**config.mk**
```make
export PLATFORM = sky130hd
export DESIGN_NAME = rtc_seconds_match
export DESIGN_NICKNAME = d
export VERILOG_FILES = /design/src/rtl/rtc_pkg.sv /design/src/rtl/rtc_ctrl.sv /design/src/rtl/rtc_tick_gen.sv /design/src/rtl/rtc_datapath.sv /design/src/rtl/rtc_seconds_match.sv
export SDC_FILE = /design/constraint.sdc
export NUM_CORES = 1
export LEC_CHECK = 0
export ABC_AREA = 1
export ABC_CLOCK_PERIOD_IN_PS = 2800
export CORE_MARGIN = 2
export CORE_UTILIZATION = 45
export CTS_CLUSTER_DIAMETER = 80
export DETAILED_ROUTE_END_ITERATION = 16
export DONT_BUFFER_PORTS = 1
export HOLD_SLACK_MARGIN = 0.15
export PLACE_DENSITY = 0.7
export SETUP_SLACK_MARGIN = 0.5
export SLEW_MARGIN = 20
export SYNTH_ARGS = -nofsm -noshare
export SYNTH_HDL_FRONTEND = slang
export SYNTH_HIERARCHICAL = 1
export SYNTH_SLANG_ARGS = --single-unit
```
**constraint.sdc**
```tcl
create_clock -name clk -period 2.8 [get_ports clk]
set_clock_uncertainty 0.1 [all_clocks]
set_input_delay 0.14 -clock clk [delete_from_list [all_inputs] [get_ports clk]]
set_output_delay 0.14 -clock clk [all_outputs]
set_load 0.1 [all_outputs]
```
**src/rtl/rtc_pkg.sv**
```systemverilog
package rtc_pkg;

  localparam logic [11:0] OFS_SECONDS = 12'h000;
  localparam logic [11:0] OFS_MATCH   = 12'h004;
  localparam logic [11:0] OFS_STATUS  = 12'h008;
  localparam logic [11:0] OFS_LOAD    = 12'h00C;
  localparam logic [11:0] OFS_REL     = 12'h010;
  localparam logic [11:0] OFS_MASKW   = 12'hFD8;
  localparam logic [11:0] OFS_IDW     = 12'hFE0;

  localparam logic [31:0] ID_WORD   = 32'h0004_1030;
  localparam logic [31:0] MASK_WORD = 32'h000F_FFFF;

  localparam logic [1:0] SIZE_WORD = 2'd2;

  typedef struct packed {
    logic wrMatch;
    logic wrStatus;
    logic wrLoad;
    logic wrRestart;
  } rtcStrobes_t;

  typedef enum logic [2:0] {
    RD_NONE,
    RD_SECONDS,
    RD_MATCH,
    RD_STATUS,
    RD_REL,
    RD_IDW,
    RD_MASKW
  } rdSel_t;

endpackage

```
**src/rtl/rtc_ctrl.sv**
```systemverilog
module rtc_ctrl
  import rtc_pkg::*;
#(
  parameter int ADDR_W = 12
) (
  input  logic              psel,
  input  logic              penable,
  input  logic              pwrite,
  input  logic [ADDR_W-1:0] paddr,
  input  logic [1:0]        accSize,
  output rtcStrobes_t       strobes,
  output rdSel_t            rdSel
);

  logic wordWrite;
  logic wordRead;
  logic [11:0] ofs;

  generate
    if (ADDR_W >= 12) begin : g_wide
      assign ofs = paddr[11:0];
      if (ADDR_W > 12) begin : g_hi
        logic hiZero;
        assign hiZero = (paddr[ADDR_W-1:12] == '0);
        assign wordWrite = psel && penable && pwrite && (accSize == SIZE_WORD) && hiZero;
        assign wordRead  = psel && !pwrite && (accSize == SIZE_WORD) && hiZero;
      end else begin : g_exact
        assign wordWrite = psel && penable && pwrite && (accSize == SIZE_WORD);
        assign wordRead  = psel && !pwrite && (accSize == SIZE_WORD);
      end
    end else begin : g_narrow
      assign ofs = {{(12 - ADDR_W){1'b0}}, paddr};
      assign wordWrite = psel && penable && pwrite && (accSize == SIZE_WORD);
      assign wordRead  = psel && !pwrite && (accSize == SIZE_WORD);
    end
  endgenerate

  always_comb begin
    strobes = '0;
    if (wordWrite) begin
      unique case (ofs)
        OFS_MATCH:  strobes.wrMatch   = 1'b1;
        OFS_STATUS: strobes.wrStatus  = 1'b1;
        OFS_LOAD:   strobes.wrLoad    = 1'b1;
        OFS_REL:    strobes.wrRestart = 1'b1;
        default:    strobes = '0;
      endcase
    end
  end

  always_comb begin
    rdSel = RD_NONE;
    if (wordRead) begin
      unique case (ofs)
        OFS_SECONDS: rdSel = RD_SECONDS;
        OFS_MATCH:   rdSel = RD_MATCH;
        OFS_STATUS:  rdSel = RD_STATUS;
        OFS_REL:     rdSel = RD_REL;
        OFS_IDW:     rdSel = RD_IDW;
        OFS_MASKW:   rdSel = RD_MASKW;
        default:     rdSel = RD_NONE;
      endcase
    end
  end

endmodule

```
**src/rtl/rtc_tick_gen.sv**
```systemverilog
module rtc_tick_gen #(
  parameter int TICK_CYCLES = 125_000_000
) (
  input  logic clk,
  input  logic rstN,
  input  logic restart,
  output logic tick
);

  localparam int CNT_W = (TICK_CYCLES > 1) ? $clog2(TICK_CYCLES) : 1;
  localparam logic [CNT_W-1:0] LAST = CNT_W'(TICK_CYCLES - 1);

  logic [CNT_W-1:0] phase;

  assign tick = (phase == LAST) && !restart;

  always_ff @(posedge clk) begin
    if (!rstN || restart || phase == LAST) begin
      phase <= '0;
    end else begin
      phase <= phase + 1'b1;
    end
  end

endmodule

```
**src/rtl/rtc_datapath.sv**
```systemverilog
module rtc_datapath
  import rtc_pkg::*;
#(
  parameter int DATA_W = 32
) (
  input  logic              clk,
  input  logic              rstN,
  input  logic              tick,
  input  rtcStrobes_t       strobes,
  input  rdSel_t            rdSel,
  input  logic [DATA_W-1:0] wdata,
  output logic [DATA_W-1:0] rdata,
  output logic              irqLevel,
  output logic              irqPulse
);

  logic [DATA_W-1:0] secCount;
  logic [DATA_W-1:0] matchVal;
  logic [DATA_W-1:0] snapVal;
  logic [DATA_W-1:0] secNext;
  logic              secUpdate;
  logic              matchHit;
  logic              setReq;
  logic              clrReq;
  logic              alarmFlag;
  logic              pulseQ;

  always_comb begin
    secNext   = secCount;
    secUpdate = 1'b0;
    if (strobes.wrLoad) begin
      secNext   = wdata;
      secUpdate = 1'b1;
    end else if (tick) begin
      secNext   = secCount + 1'b1;
      secUpdate = 1'b1;
    end
  end

  assign matchHit = secUpdate && (secNext == matchVal);
  assign setReq   = matchHit || (strobes.wrStatus && (wdata != '0));
  assign clrReq   = strobes.wrStatus && (wdata == '0);

  always_ff @(posedge clk) begin
    if (!rstN) begin
      secCount  <= '0;
      matchVal  <= '0;
      snapVal   <= '0;
      alarmFlag <= 1'b0;
      pulseQ    <= 1'b0;
    end else begin
      secCount <= secNext;
      if (strobes.wrMatch)   matchVal <= wdata;
      if (strobes.wrRestart) snapVal  <= secCount;
      if (setReq)            alarmFlag <= 1'b1;
      else if (clrReq)       alarmFlag <= 1'b0;
      pulseQ <= setReq;
    end
  end

  always_comb begin
    unique case (rdSel)
      RD_SECONDS: rdata = secCount;
      RD_MATCH:   rdata = matchVal;
      RD_STATUS:  rdata = {{(DATA_W - 1){1'b0}}, alarmFlag};
      RD_REL:     rdata = secCount - snapVal;
      RD_IDW:     rdata = DATA_W'(ID_WORD);
      RD_MASKW:   rdata = DATA_W'(MASK_WORD);
      default:    rdata = '0;
    endcase
  end

  assign irqLevel = alarmFlag;
  assign irqPulse = pulseQ;

endmodule

```
**src/rtl/rtc_seconds_match.sv**
```systemverilog
module rtc_seconds_match
  import rtc_pkg::*;
#(
  parameter int TICK_CYCLES = 125_000_000,
  parameter int ADDR_W      = 12
) (
  input  logic              clk,
  input  logic              rstN,
  input  logic              psel,
  input  logic              penable,
  input  logic              pwrite,
  input  logic [ADDR_W-1:0] paddr,
  input  logic [31:0]       pwdata,
  input  logic [1:0]        accSize,
  output logic [31:0]       prdata,
  output logic              irqLevel,
  output logic              irqPulse
);

  rtcStrobes_t strobes;
  rdSel_t      rdSel;
  logic        tick;

  rtc_ctrl #(.ADDR_W(ADDR_W)) i_ctrl (
    .psel    (psel),
    .penable (penable),
    .pwrite  (pwrite),
    .paddr   (paddr),
    .accSize (accSize),
    .strobes (strobes),
    .rdSel   (rdSel)
  );

  rtc_tick_gen #(.TICK_CYCLES(TICK_CYCLES)) i_tick (
    .clk     (clk),
    .rstN    (rstN),
    .restart (strobes.wrLoad),
    .tick    (tick)
  );

  rtc_datapath #(.DATA_W(32)) i_dp (
    .clk      (clk),
    .rstN     (rstN),
    .tick     (tick),
    .strobes  (strobes),
    .rdSel    (rdSel),
    .wdata    (pwdata),
    .rdata    (prdata),
    .irqLevel (irqLevel),
    .irqPulse (irqPulse)
  );

endmodule

```
==> results.json <==
{
  "setup_viol_count_final": 28,
  "hold_violations": 0,
  "utilization_pct": 71.7,
  "synthFlopType": "dfxtp_1",
  "numCtsBuffers": 17,
  "grt_pass1_wl_mm": 53.9,
  "cts-root-buf": "clkbuf_16",
  "ios": 85,
  "synth_edf_count": 0,
  "via_per_inst": 5.60,
  "first_pass_iters": 5,
  "h-tree-depth": 4,
  "wl_mm": 36.6,
  "p_comb_share_pct": 3.6,
  "yosysSeqAreaShare_pct": 26.9,
  "reg2reg_from": "i_tick/phase[0]$_SDFF_PP0_",
  "clock_latency_ns": 0.42,
  "cap_violations": 0,
  "syn_inst": 1507,
  "placementRows": 52,
  "critPathBufInv": 13,
  "clk_pin_slew_ns": 0.06,
  "cts_tree": "built",
  "chipWidth_um": 148,
  "ant_nets": 0,
  "ys_types": 50,
  "drv_slew": 0,
  "globalRoute.totalOverflow": 0,
  "cpMostUsedCell": "buf_4",
  "r2r_slack_ns": -0.24,
  "grt_max_degree": 65,
  "drc": 0,
  "swShare_pct": 21.3,
  "grt_pass1_vias": 10437,
  "timing.final.crit_period_ns": 3.27,
  "die_area_um2": 21900,
  "crit_fanout": 2,
  "routedWlPerCell_um": 17.8,
  "cp_cell_sequence": "inv_2 -> ha_4 -> inv_2 -> fa_2 -> nand2_2 -> buf_4 -> buf_6 -> buf_4 -> buf_4 -> buf_4 -> buf_4 -> buf_4 -> buf_4 -> buf_4 -> buf_4 -> a31oi_4 -> o221ai_2 -> buf_12",
  "dp_hpwl_mm": 25.0,
  "p_total_mw": 4.33,
  "max-slew-margin-rel_pct": 31.3,
  "ys_warn_count": 6,
  "area_delta_synth_final_pct": 56.3,
  "syn_area_um2": 9310,
  "vdd_drop_max_mv": 0.313,
  "antenna_found_initial": 1,
  "cts_sinks": 125,
  "start_util_pct": 45.9,
  "path_delay_family": "buffers and inverters",
  "initialDrtViolationCount": 1161,
  "syn_nets": 1592,
  "die_h_um": 148,
  "start_kind": "flip-flop",
  "hold_path_class": "primary input to flip-flop",
  "critPathRequiredTime_ns": 2.56,
  "slowest_stage": "dfxtp_2",
  "syn_avg_cell_area_um2": 6.18,
  "multi_input_area_um2": 7330,
  "drive_gt1_share_pct": 33.1,
  "ys_ff_latch": 125,
  "path_class": "flip-flop to primary output",
  "place_congestion": 0.928,
  "p_leak_nw": 6.27,
  "arrival_ns": 3.03,
  "p_sw_mw": 0.922,
  "power_density_nw_per_um2": 298,
  "max_freq_ghz": 0.306,
  "seqPwrFrac_pct": 41.2,
  "tightest_slew_ns": 1.03,
  "clockPowerShare_pct": 55.2,
  "max_stage_delay_ns": 0.33,
  "core_area_um2": 20300,
  "clockBufferDepth": 2,
  "p_int_mw": 3.41,
  "outcome": "complete, but fails checks",
  "critPathCaptureType": "primary output",
  "regArea_um2": 2520,
  "nets": 1851,
  "min_period_over_period_pct": 117,
  "place_ws_ns": -0.190,
  "grt.total_usage_pct": 31.2,
  "fillCellCount": 1522,
  "rsz0062_at_grt": "yes",
  "hp-start": "pwdata[22]",
  "port_buffers": 0,
  "violations": "negative setup slack",
  "vias": 11483,
  "final.setup.worst_slack_ns": -0.472,
  "whs_ns": 0.189,
  "critPathLaunch": "i_dp/secCount[0]$_SDFF_PN0_",
  "async_flop_share_pct": 0
}
==> cell usage after synthesis (3+ instances only) <==
cell       number  area [µm²]
or2_2          13        81.3
nand3_2         8        80.1
ha_1           33         413
nand2_1       359        1350
o21ai_1         9        45.0
o221ai_1       18         158
dfxtp_1       125        2500
buf_2           4        20.0
nor2_1        179         672
o21ai_0        99         495
nor3_1         11        55.1
xnor2_1         6        52.6
nand2_2        10        62.6
o21ai_2         4        35.0
nor4_1         11        68.8
nand3_1       114         571
buf_6           3        33.8
o21a_1          5        37.5
clkbuf_1       30         113
o2111ai_1       4        35.0
nor2_8          3        60.1
o211ai_1       13        97.6
inv_2           3        11.3
nand3b_1        8        60.1
a21oi_1       130         651
xor2_1         15         131
buf_1           3        11.3
nand4_1        21         131
o21bai_1        5        37.5
inv_1         206         773
nor2_2         10        62.6
nor2_4         12         135
a31oi_1         7        43.8
==> final cells by class <==
cell class	count	area share, %
Inverter	212	5.67
Multi-Input combinational cell	1127	50.4
Timing Repair inverter	2	0.0688
Tap cell	270	2.32
Sequential cell	125	17.3
Antenna cell	3	0.0516
Timing Repair Buffer	281	19.8
Clock inverter	10	1.11
Clock buffer	22	3.26
==> worst register-to-register path, stage by stage (launching register included) <==
cell and delay (ns):
dfxtp_2 0.35, ha_4 0.15, nand2_4 0.05, nor2_4 0.09, nand2_2 0.07, nor2_2 0.08
nand4_1 0.15, nor2_1 0.12, buf_4 0.18, inv_8 0.05, nor2_4 0.09, nand2_4 0.08
nor2_8 0.11, buf_12 0.13, nand3_2 0.05, nand2_1 0.09, nand3_2 0.11, nand2_2 0.12
nor2_1 0.04, nor2_1 0.11, nand3_1 0.09, nor3_2 0.24, nand3_1 0.11, nand2_1 0.07
nand2_1 0.07, nand2_1 0.07
==> per-stage QoR <==
step / TNS [ns] / cell area [µm²] / cells
global route: -9.99 / 14500 / 2052
finish: -7.17 / 14500 / 2052
detailed placement: -0.904 / 11400 / 1876
CTS: -5.55 / 13300 / 2002
floorplan: -2.66 / 9770 / 1507
global placement: -0.407 / 11400 / 1876
==> what timing repair did <==
action / CTS / global route
endpoints found under the hold margin: 124 / 1
endpoints found under the setup margin: 52 / 101
gates cloned: 1 / 1
hold buffers: 60 / 1
pin swaps: 48 / 68
buffers inserted: 33 / 45
resized for setup: 104 / 215
==> cell usage in the layout (no fill, tap or decap), types with 14 or more instances in the layout <==
| cell | count |
|---|---|
| nand4_1 | 21 |
| a21oi_2 | 27 |
| inv_1 | 193 |
| xor2_1 | 14 |
| nor2_1 | 154 |
| nand3_2 | 31 |
| o21ai_0 | 73 |
| nand3_1 | 78 |
| buf_4 | 153 |
| o221ai_2 | 15 |
| a21oi_1 | 95 |
| nand2_4 | 17 |
| nand2_2 | 56 |
| buf_6 | 32 |
| nand2_1 | 297 |
| ha_4 | 16 |
| nor2_2 | 20 |
| ha_1 | 14 |
| dfxtp_2 | 14 |
| dlygate4sd3_1 | 60 |
| clkbuf_16 | 24 |
| buf_12 | 27 |
| dfxtp_1 | 110 |
| nor2_4 | 27 |
| o21ai_2 | 20 |
==> path summary, 6_finish.rpt <==
kind	endpoint	cells past startpoint
worst min-delay path	i_dp/irqPulse$_SDFF_PN0_	9
worst min register to register	i_dp/snapVal[10]$_SDFFE_PN0P_	2
worst max-delay path	prdata[2]	18
worst max register to register	i_dp/irqLevel$_SDFFE_PN0P_	25
==> cell families (layout without fill, tap and decap cells) <==
| group | Yosys count | after routing | synth area share (%) |
|---|---|---|---|
| AO/OA/AOI/OAI | 305 | 305 | 18.5 |
| buffers and inverters | 255 | 527 | 10.7 |
| flip-flops | 125 | 125 | 26.9 |
| AND/OR/NAND/NOR | 767 | 767 | 37.2 |
| other | 0 | 3 | 0 |
| adder cells (fa/ha/maj) | 34 | 34 | 4.65 |
| XOR/XNOR | 21 | 21 | 1.98 |
==> power groups by stage <==
stage	clock network, mW	registers, mW	logic (mW)
floorplan	0	1.83	0.0636
finish	2.39	1.79	0.156
global placement	0	1.82	0.0670
CTS	2.41	1.79	0.141
detailed placement	0	1.83	0.0687
global route	2.49	1.79	0.168
==> metal layers <==
| metal | global-route usage, % | share of wire [%] |
|---|---|---|
| met2 | 48.4 | 45 |
| met1 | 43.3 | 42 |
| met4 | 11.3 | 3.9 |
| met5 | 0 | 0 |
| met3 | 6.11 | 8.9 |
==> registers in the layout (all words and copies together) (netlist names) <==
name and cells:
i_dp/snapVal 32, i_dp/secCount 32, i_dp/matchVal 32, i_tick/phase 27
i_dp/irqPulse 1, i_dp/irqLevel 1
(Power assumes the default switching activity.)
